$ cat config.mk
export PLATFORM = sky130hd
export DESIGN_NAME = sertx_ctrl
export DESIGN_NICKNAME = d
export VERILOG_FILES = /design/src/rtl/sertx_pkg.sv /design/src/rtl/sertx_lock.sv /design/src/rtl/sertx_chan.sv /design/src/rtl/sertx_ctrl.sv
export SDC_FILE = /design/constraint.sdc
export NUM_CORES = 1
export LEC_CHECK = 0
export BUFFER_PORTS_ARGS = -buffer_cell sky130_fd_sc_hd__buf_2
export CAP_MARGIN = 15
export CORE_UTILIZATION = 59
export DETAILED_ROUTE_END_ITERATION = 10
export PLACE_DENSITY = 0.81
export SYNTH_ARGS = -nofsm -noshare
export SYNTH_HDL_FRONTEND = slang
export SYNTH_SLANG_ARGS = --single-unit
$ cat constraint.sdc
create_clock -name clk -period 2.6 [get_ports clk]
set_clock_uncertainty 0.1 [all_clocks]
set_input_delay 0.52 -clock clk [delete_from_list [all_inputs] [get_ports clk]]
set_output_delay 0.52 -clock clk [all_outputs]
set_load 0.1 [all_outputs]
$ cat src/rtl/sertx_pkg.sv
package sertx_pkg;

  typedef enum logic [1:0] {
    PLL_OFF = 2'd0,
    PLL_ACQ = 2'd1,
    PLL_LOCK = 2'd2
  } lock_st_t;

  typedef enum logic [1:0] {
    CH_SLEEP = 2'd0,
    CH_WAKE = 2'd1,
    CH_LIVE = 2'd2
  } ch_st_t;

  localparam int PRBS_W = 7;
  localparam logic [PRBS_W-1:0] PRBS_SEED = '1;

  // One step of the x^7 + x^6 + 1 generator: shift left, feed back b6^b5.
  function automatic logic [PRBS_W-1:0] prbs7_step(input logic [PRBS_W-1:0] s);
    return {s[PRBS_W-2:0], s[6] ^ s[5]};
  endfunction

  // Word-position counter with wrap.
  function automatic int unsigned wrap_inc(input int unsigned v, input int unsigned last);
    return (v == last) ? 0 : v + 1;
  endfunction

endpackage

$ cat src/rtl/sertx_lock.sv
module sertx_lock
  import sertx_pkg::*;
#(
  parameter int LOCK_CYCLES = 1024,
  parameter int WORD_W = 10
) (
  input  logic clk,
  input  logic rst_n,
  input  logic pwr_on,
  output logic locked,
  output logic tick
);
  localparam int LC_W = $clog2(LOCK_CYCLES + 1);
  localparam int BC_W = $clog2(WORD_W);

  lock_st_t st;
  logic [LC_W-1:0] lcnt;
  logic [BC_W-1:0] bcnt;
  logic acq_done;

  assign acq_done = (st == PLL_ACQ) && (lcnt == LC_W'(LOCK_CYCLES - 1));

  always_ff @(posedge clk or negedge rst_n) begin
    if (!rst_n) begin
      st   <= PLL_OFF;
      lcnt <= '0;
      bcnt <= '0;
    end else if (!pwr_on) begin
      st   <= PLL_OFF;
      lcnt <= '0;
      bcnt <= '0;
    end else begin
      case (st)
        PLL_OFF: begin
          st   <= PLL_ACQ;
          lcnt <= '0;
        end
        PLL_ACQ: begin
          if (acq_done) st <= PLL_LOCK;
          else lcnt <= lcnt + 1'b1;
        end
        PLL_LOCK: bcnt <= BC_W'(wrap_inc(int'(bcnt), WORD_W - 1));
        default: st <= PLL_OFF;
      endcase
    end
  end

  assign locked = (st == PLL_LOCK);
  assign tick   = locked && (bcnt == '0);

  AST_PWROFF_UNLOCK: assert property (@(posedge clk) disable iff (!rst_n)
    !pwr_on |=> !locked);
  AST_LOCK_PATH: assert property (@(posedge clk) disable iff (!rst_n)
    $rose(locked) |-> ($past(st) == PLL_ACQ) && $past(pwr_on));
  AST_LOCK_HELD: assert property (@(posedge clk) disable iff (!rst_n)
    (locked && pwr_on) |=> locked);
  AST_TICK_SPACED: assert property (@(posedge clk) disable iff (!rst_n)
    tick |=> !tick);

endmodule

$ cat src/rtl/sertx_chan.sv
module sertx_chan
  import sertx_pkg::*;
#(
  parameter int WORD_W = 10,
  parameter int WAKE_CYCLES = 16,
  parameter logic [WORD_W-1:0] SYNC_WORD = 10'h17C
) (
  input  logic              clk,
  input  logic              rst_n,
  input  logic              locked,
  input  logic              tick,
  input  logic              sleep_req,
  input  logic              sync_req,
  input  logic              bist_en,
  input  logic              out_en,
  input  logic [WORD_W-1:0] word_in,
  output logic              ser_bit,
  output logic              ser_oe
);
  localparam int WC_W = $clog2(WAKE_CYCLES + 1);

  ch_st_t st;
  logic [WC_W-1:0] wcnt;
  logic [WORD_W-1:0] sreg;
  logic [PRBS_W-1:0] lfsr;
  logic live, run, wake_done, load_now;

  assign wake_done = (st == CH_WAKE) && (wcnt == WC_W'(WAKE_CYCLES - 1));
  assign live      = (st == CH_LIVE);
  assign run       = live && locked;
  assign load_now  = run && tick;

  always_ff @(posedge clk or negedge rst_n) begin
    if (!rst_n) begin
      st   <= CH_LIVE;
      wcnt <= '0;
    end else if (sleep_req) begin
      st   <= CH_SLEEP;
      wcnt <= '0;
    end else begin
      case (st)
        CH_SLEEP: begin
          wcnt <= '0;
          st   <= locked ? CH_WAKE : CH_LIVE;
        end
        CH_WAKE: begin
          if (wake_done || !locked) st <= CH_LIVE;
          else wcnt <= wcnt + 1'b1;
        end
        default: st <= CH_LIVE;
      endcase
    end
  end

  always_ff @(posedge clk or negedge rst_n) begin
    if (!rst_n) sreg <= '0;
    else if (!run) sreg <= '0;
    else if (load_now) sreg <= sync_req ? SYNC_WORD : word_in;
    else sreg <= sreg >> 1;
  end

  always_ff @(posedge clk or negedge rst_n) begin
    if (!rst_n) lfsr <= PRBS_SEED;
    else if (!bist_en) lfsr <= PRBS_SEED;
    else if (run) lfsr <= prbs7_step(lfsr);
  end

  assign ser_bit = bist_en ? lfsr[PRBS_W-1] : sreg[0];
  assign ser_oe  = out_en && run;

  AST_SLEEP_SILENT: assert property (@(posedge clk) disable iff (!rst_n)
    sleep_req |=> !ser_oe);
  AST_WAKE_VIA_DELAY: assert property (@(posedge clk) disable iff (!rst_n)
    ($rose(live) && $past(locked)) |-> ($past(st) == CH_WAKE));
  AST_PRBS_FROM_SEED: assert property (@(posedge clk) disable iff (!rst_n)
    $rose(bist_en) |-> (lfsr == PRBS_SEED));

endmodule

$ cat src/rtl/sertx_ctrl.sv
module sertx_ctrl
  import sertx_pkg::*;
#(
  parameter int NCH = 8,
  parameter int WORD_W = 10,
  parameter int LOCK_CYCLES = 1024,
  parameter int WAKE_CYCLES = 16,
  parameter logic [WORD_W-1:0] SYNC_WORD = 10'h17C,
  localparam int SEL_W = $clog2(NCH) + 1
) (
  input  logic                  clk,
  input  logic                  rst_n,
  input  logic                  pwr_on,
  input  logic [NCH-1:0]        ch_sleep,
  input  logic                  out_en,
  input  logic [NCH-1:0]        sync_req,
  input  logic                  bist_on,
  input  logic [SEL_W-1:0]      bist_sel,
  input  logic [NCH*WORD_W-1:0] par_data,
  output logic [NCH-1:0]        ser_bit,
  output logic [NCH-1:0]        ser_oe,
  output logic                  locked,
  output logic                  word_tick
);
  localparam logic [SEL_W-1:0] SEL_ALL = SEL_W'(NCH);

  logic [NCH-1:0] bist_en;

  sertx_lock #(.LOCK_CYCLES(LOCK_CYCLES), .WORD_W(WORD_W)) u_lock (
    .clk(clk), .rst_n(rst_n), .pwr_on(pwr_on),
    .locked(locked), .tick(word_tick)
  );

  for (genvar i = 0; i < NCH; i++) begin : g_lane
    assign bist_en[i] = bist_on && ((bist_sel == SEL_W'(i)) || (bist_sel == SEL_ALL));

    sertx_chan #(.WORD_W(WORD_W), .WAKE_CYCLES(WAKE_CYCLES), .SYNC_WORD(SYNC_WORD)) u_chan (
      .clk(clk), .rst_n(rst_n), .locked(locked), .tick(word_tick),
      .sleep_req(ch_sleep[i]), .sync_req(sync_req[i]), .bist_en(bist_en[i]),
      .out_en(out_en), .word_in(par_data[i*WORD_W +: WORD_W]),
      .ser_bit(ser_bit[i]), .ser_oe(ser_oe[i])
    );
  end

  AST_BIST_SINGLE: assert property (@(posedge clk) disable iff (!rst_n)
    (bist_sel != SEL_ALL) |-> ($countones(bist_en) <= 1));
  AST_BIST_NONE: assert property (@(posedge clk) disable iff (!rst_n)
    (!bist_on || (bist_sel > SEL_ALL)) |-> (bist_en == '0));
  AST_OFF_ALL_QUIET: assert property (@(posedge clk) disable iff (!rst_n)
    !pwr_on |=> (ser_oe == '0));

endmodule

### Yosys cells after proc, flatten, opt, wreduce, memory -nomap -nowiden

Cells that the tools add are included.

| storage, ports and cells | value |
|---|---|
| bits of input ports | 105 |
| logic and storage cells | 312 |
| output and inout bits | 18 |
| register bits | 209 |

| operators by class | value |
|---|---|
| equality and inequality tests | 65 |
| bitwise operators | 8 |
| multiplexer cells | 106 |
| reductions and logical operators | 88 |
| $add $sub $neg | 10 |

Operators by type and width:

| cell | count |
|---|---|
| $mux W10 | 24 |
| $mux W7 | 16 |
| $mux W5 | 16 |
| $pmux W5 S2 | 8 |
| $ne A3 B3 Y1 const B | 17 |
| $logic_and A1 B1 Y1 | 42 |
| $add A5 B1 Y5 const B | 8 |
| $eq A5 B4 Y1 const B | 8 |
| $mux W2 | 19 |
| $pmux W2 S2 | 8 |
| $reduce_bool A3 Y1 | 8 |
| $mux W11 | 2 |
| $pmux W11 S2 | 1 |
| $reduce_and A2 Y1 | 10 |
| $eq A2 B1 Y1 const B | 9 |
| $eq A2 B2 Y1 const B | 9 |
| $logic_not A2 Y1 | 9 |
| $ne A2 B2 Y1 const B | 9 |
| $eq A4 B3 Y1 const B | 4 |
| $logic_or A1 B1 Y1 | 16 |
| $mux W4 | 3 |
| $add A11 B1 Y11 const B | 1 |
| $eq A11 B10 Y1 const B | 1 |
| $eq A4 B2 Y1 const B | 2 |
| 11 further kinds | 27 |

### Depth between registers and ports, before layout

| logic depth | value |
|---|---|
| word-level depth | 6 |
| mapped depth | 9 |

### Hierarchy

A second synthesis with hierarchy kept.

| unflattened totals | value |
|---|---|
| cell total of the unflattened synthesis | 993 |
| area total of the unflattened synthesis | 9845.7 um2 |

Modules (own cells, without submodules):

| module | cells an instance | area each (um2) | sequential area each (um2) | times used |
|---|---|---|---|---|
| sertx_chan | 109 | 1084.8 | 610.6 | 8 |
| sertx_lock | 95 | 974.7 | 425.4 | 1 |
| sertx_ctrl | 26 | 192.7 | 0.0 | 1 |

### Worst setup path after synthesis

OpenSTA, ideal clock, no wires.

| timing | value |
|---|---|
| path kind | in2out |
| start point | input port bist_sel[1] |
| end point | output port ser_bit[6] |
| setup slack | 0.007 ns |
| arrival | 1.973 ns |
| stages on the path | 6 |
| cells stage by stage | buf_2 > nor2b_1 > mux2i_1 > nor3b_2 > mux2_2 > buf_4 |

| on the way | value |
|---|---|
| word-level cells in the longest chain between the ends | 4 |

Ends and longest elaborated chain:

| what | line | source |
|---|---|---|
| start, declared | sertx_ctrl.sv:18 | `input logic [SEL_W-1:0] bist_sel,` |
| $eq A4 B3 Y1 / $eq A4 B4 Y1 (equally long branches) | sertx_ctrl.sv:35 | `assign bist_en[i] = bist_on && ((bist_sel == SEL_W'(i)) \|\| (bist_sel == SEL_ALL));` |
| $logic_or A1 B1 Y1 * | sertx_ctrl.sv:35 |  |
| $logic_and A1 B1 Y1 * | sertx_ctrl.sv:35 |  |
| $mux W1 * | sertx_chan.sv:68 | `assign ser_bit = bist_en ? lfsr[PRBS_W-1] : sreg[0];` |
| end, declared | sertx_ctrl.sv:20 | `output logic [NCH-1:0] ser_bit,` |

Every way passes the cells marked *; elsewhere a longest branch is shown, timed or not.

### Worst setup path in the final report

| timing | value |
|---|---|
| start point | input port bist_sel[1] |
| end point | output port ser_bit[2] |

| on the way | value |
|---|---|
| word-level cells in the longest chain between the ends | 4 |

Ends and longest elaborated chain:

| what | line |
|---|---|
| $eq A4 B2 Y1 / $eq A4 B4 Y1 (equally long branches) | sertx_ctrl.sv:35 |
| $logic_or A1 B1 Y1 * | sertx_ctrl.sv:35 |
| $logic_and A1 B1 Y1 * | sertx_ctrl.sv:35 |
| $mux W1 * | sertx_chan.sv:68 |

Marks and branches as above.

==> run summary <==
status -> finished, final reports clean
routed vias/inst -> 5.65
Post-synth EDFFs -> 0
setup TNS -> 0 ps
Slew @ Worst Pin -> 690 ps
DRC Markers -> 0
Seq cells post-synth -> 209
dpl hpwl -> 15000 microns
layout cells sized above 1 -> 24.2%
Rows -> 47
M3 GR Usage -> 4.03%
Die Height -> 133 microns
Worst slew margin -> 53.9%
post-route ant nets -> 0
vias in the first global route -> 7981
Arr. time, crit path -> 1900 ps
Pins Over Slew Limit -> 0
Core Region -> 16700 sq um
CP max FO -> 5
Area growth syn-to-layout -> 18.1%
Initial DRC Count -> 515
H-Tree Level Count -> 1
Root Buffer -> clkbuf_16
critical path launch point type -> input pin
CTS buffer count -> 23
count of warnings emitted by yosys -> 0
total gr overflow -> 0
busiest grt layer -> met2
Worst-path clk slew -> 60 ps
Top Family by Delay on Critical Path -> simple AND/OR/NAND/NOR gates
Post-Syn Instances -> 1098
design area -> 12000 sq um
nets@finish -> 1342
Syn Nets -> 1223
Hold Violations, Final -> 0
drt total wl -> 22500 microns
Synth cell types -> 50
HP Class -> input pin to flip-flop
Die Wd -> 133 microns
vias -> 8220
global-route wire length before repair -> 37800 microns
DIE AREA -> 17800 sq um
largest net degree at the start of global routing -> 80
Top FF cell, synth -> dfrtp_1
1st-pass router iterations -> 5
IO Pins -> 123
initial antenna violation count -> 2
placed instance area -> 11200 sq um
Peak VDD IR -> 0.000472 V
Worst path max stage delay -> 400 ps
Critical Path RT -> 1980 ps
crit-path cells -> buf_2 > nor2b_2 > buf_4 > nor2_1 > nor3_2 > mux2_2 > buf_6
grt met2 use -> 45.0%
PD cells -> 561 nW/um^2
# clock sinks -> 209
fin util -> 71.8%
Mean Syn Cell Area -> 9.25 sq um
most common cell after layout, fill and taps aside -> nand2_1
Fmax -> 0.397 GHz
RSZ-0062 raised after global routing -> true
mean routed wirelength per cell -> 15.5 microns
GRT Overall Usage -> 26.1%
Crit-path slowest cell -> mux2_2
kind of critical path -> input pin to output port
Final setup viols -> 0
Buffers & Inverters on Critical Path -> 3
most frequent cells in the layout -> nand2_1, dfrtp_1, buf_2
register area share after synthesis -> 52.3%
Setup crit end kind -> output port
max cap viols -> 0
gpl congestion -> 0.822
standby leakage power -> 0.00528 uW
CTS tree -> done
worst skew pair latency -> 510 ps
mapped cell area -> 10200 sq um
met1 Use GR -> 34.1%
Final Critical Period -> 2520 ps
final period utilization -> 96.9%
Longest Clk Path Bufs -> 3
port bufs -> 122
Initial Utilization -> 60.8%
Synth async-reset ratio -> 100%
timing repair:
action                                  in CTS  in global routing
setup buffers                                1                  4
hold buffers                                 1                  0
endpoints found under the setup margin      10                  8
cloned                                       1                  0
endpoints found under the hold margin       36                  0
resized for setup                            2                 16
pin swaps                                    1                  2
logic make-up after synthesis:
family	Yosys count	share of synthesized area (%)
fa+ha+maj	20	2.46
flops	209	52.3
buf+inv	100	4.62
xor+xnor	11	0.948
compound gates	143	8.07
mux	28	2.91
simple gates	587	28.7
state kept, by name, indices dropped and copies added, names as in the netlist:
signal,flops
u_lock.lcnt,11
g_lane.u_chan.sreg,80
g_lane.u_chan.wcnt,40
u_lock.st,2
u_lock.bcnt,4
g_lane.u_chan.st,16
g_lane.u_chan.lfsr,56
cell usage after synthesis (all sizes together) (2+ instances only):
library cell	number	area (sq um)
a211oi	5	37.5
a21oi	53	265
a22oi	6	45.0
a31oi	8	50.1
and2	12	75.1
and3	10	63.8
and3b	2	17.5
buf	45	259
clkbuf	28	109
dfrtp	145	3630
dfstp	64	1680
ha	20	250
inv	27	101
mux2	12	135
mux2i	16	160
nand2	188	706
nand2b	8	50.1
nand3	71	360
nand3b	32	244
nand4	3	18.8
nor2	89	334
nor2b	12	75.1
nor3	105	541
nor3b	17	138
nor4	18	113
nor4b	8	97.6
nor4bb	2	20.0
o211ai	11	82.6
o21a	12	90.1
o21ai	44	220
o22ai	2	12.5
or2	2	12.5
or3	5	31.3
or4	2	15.0
xnor2	10	87.6
final timing paths:
kind                                                  to                      from  slack [ps]  cells past startpoint
worst min-delay path              g_lane[2].u_chan.st[1]               ch_sleep[2]          70                      2
worst max-delay path                          ser_bit[2]               bist_sel[1]          80                      7
worst min register to register  g_lane[6].u_chan.sreg[1]  g_lane[6].u_chan.sreg[2]         370                      2
max in group asynchronous       g_lane[4].u_chan.lfsr[5]                     rst_n        1160                      3
worst max register to register  g_lane[7].u_chan.lfsr[0]              u_lock.st[0]         330                      5
min in group asynchronous       g_lane[6].u_chan.wcnt[0]                     rst_n         450                      2
per-layer routing:
| layer | part of all wire, % | routed length, microns |
|---|---|---|
| met5 | 0.053 | 12 |
| met4 | 2.3 | 523 |
| met3 | 3.9 | 869 |
| met2 | 51 | 11400 |
| met1 | 43 | 9750 |
metrics by stage:
stage	std cells	power [uW]	hold slack, ps	worst slack (ps)
after floorplan	1098	3460	124	6.51
after global placement	1405	3650	359	21.1
after detailed placement	1405	3660	361	-21.0
after CTS	1449	6780	53.9	1.69
after global routing	1453	6930	82.6	7.26
final	1454	6730	70.9	81.5
power by group:
part	internal [uW]	leakage, uW	switching, uW
sequential	3270	0.00270	19.4
combinational	120	0.00223	197
clock	1850	0.000356	1270
total	5240	0.00528	1490
final cells by class:
type,instances,area (sq um)
tap,220,275
clock buffer,35,661
timing repair buffer,166,1150
sequential,209,5310
multi-input combinational,790,4430
antenna,1,2.50
fill,1221,4700
clock inverter,6,62.6
inverter,27,103
(Power assumes the default switching activity.)
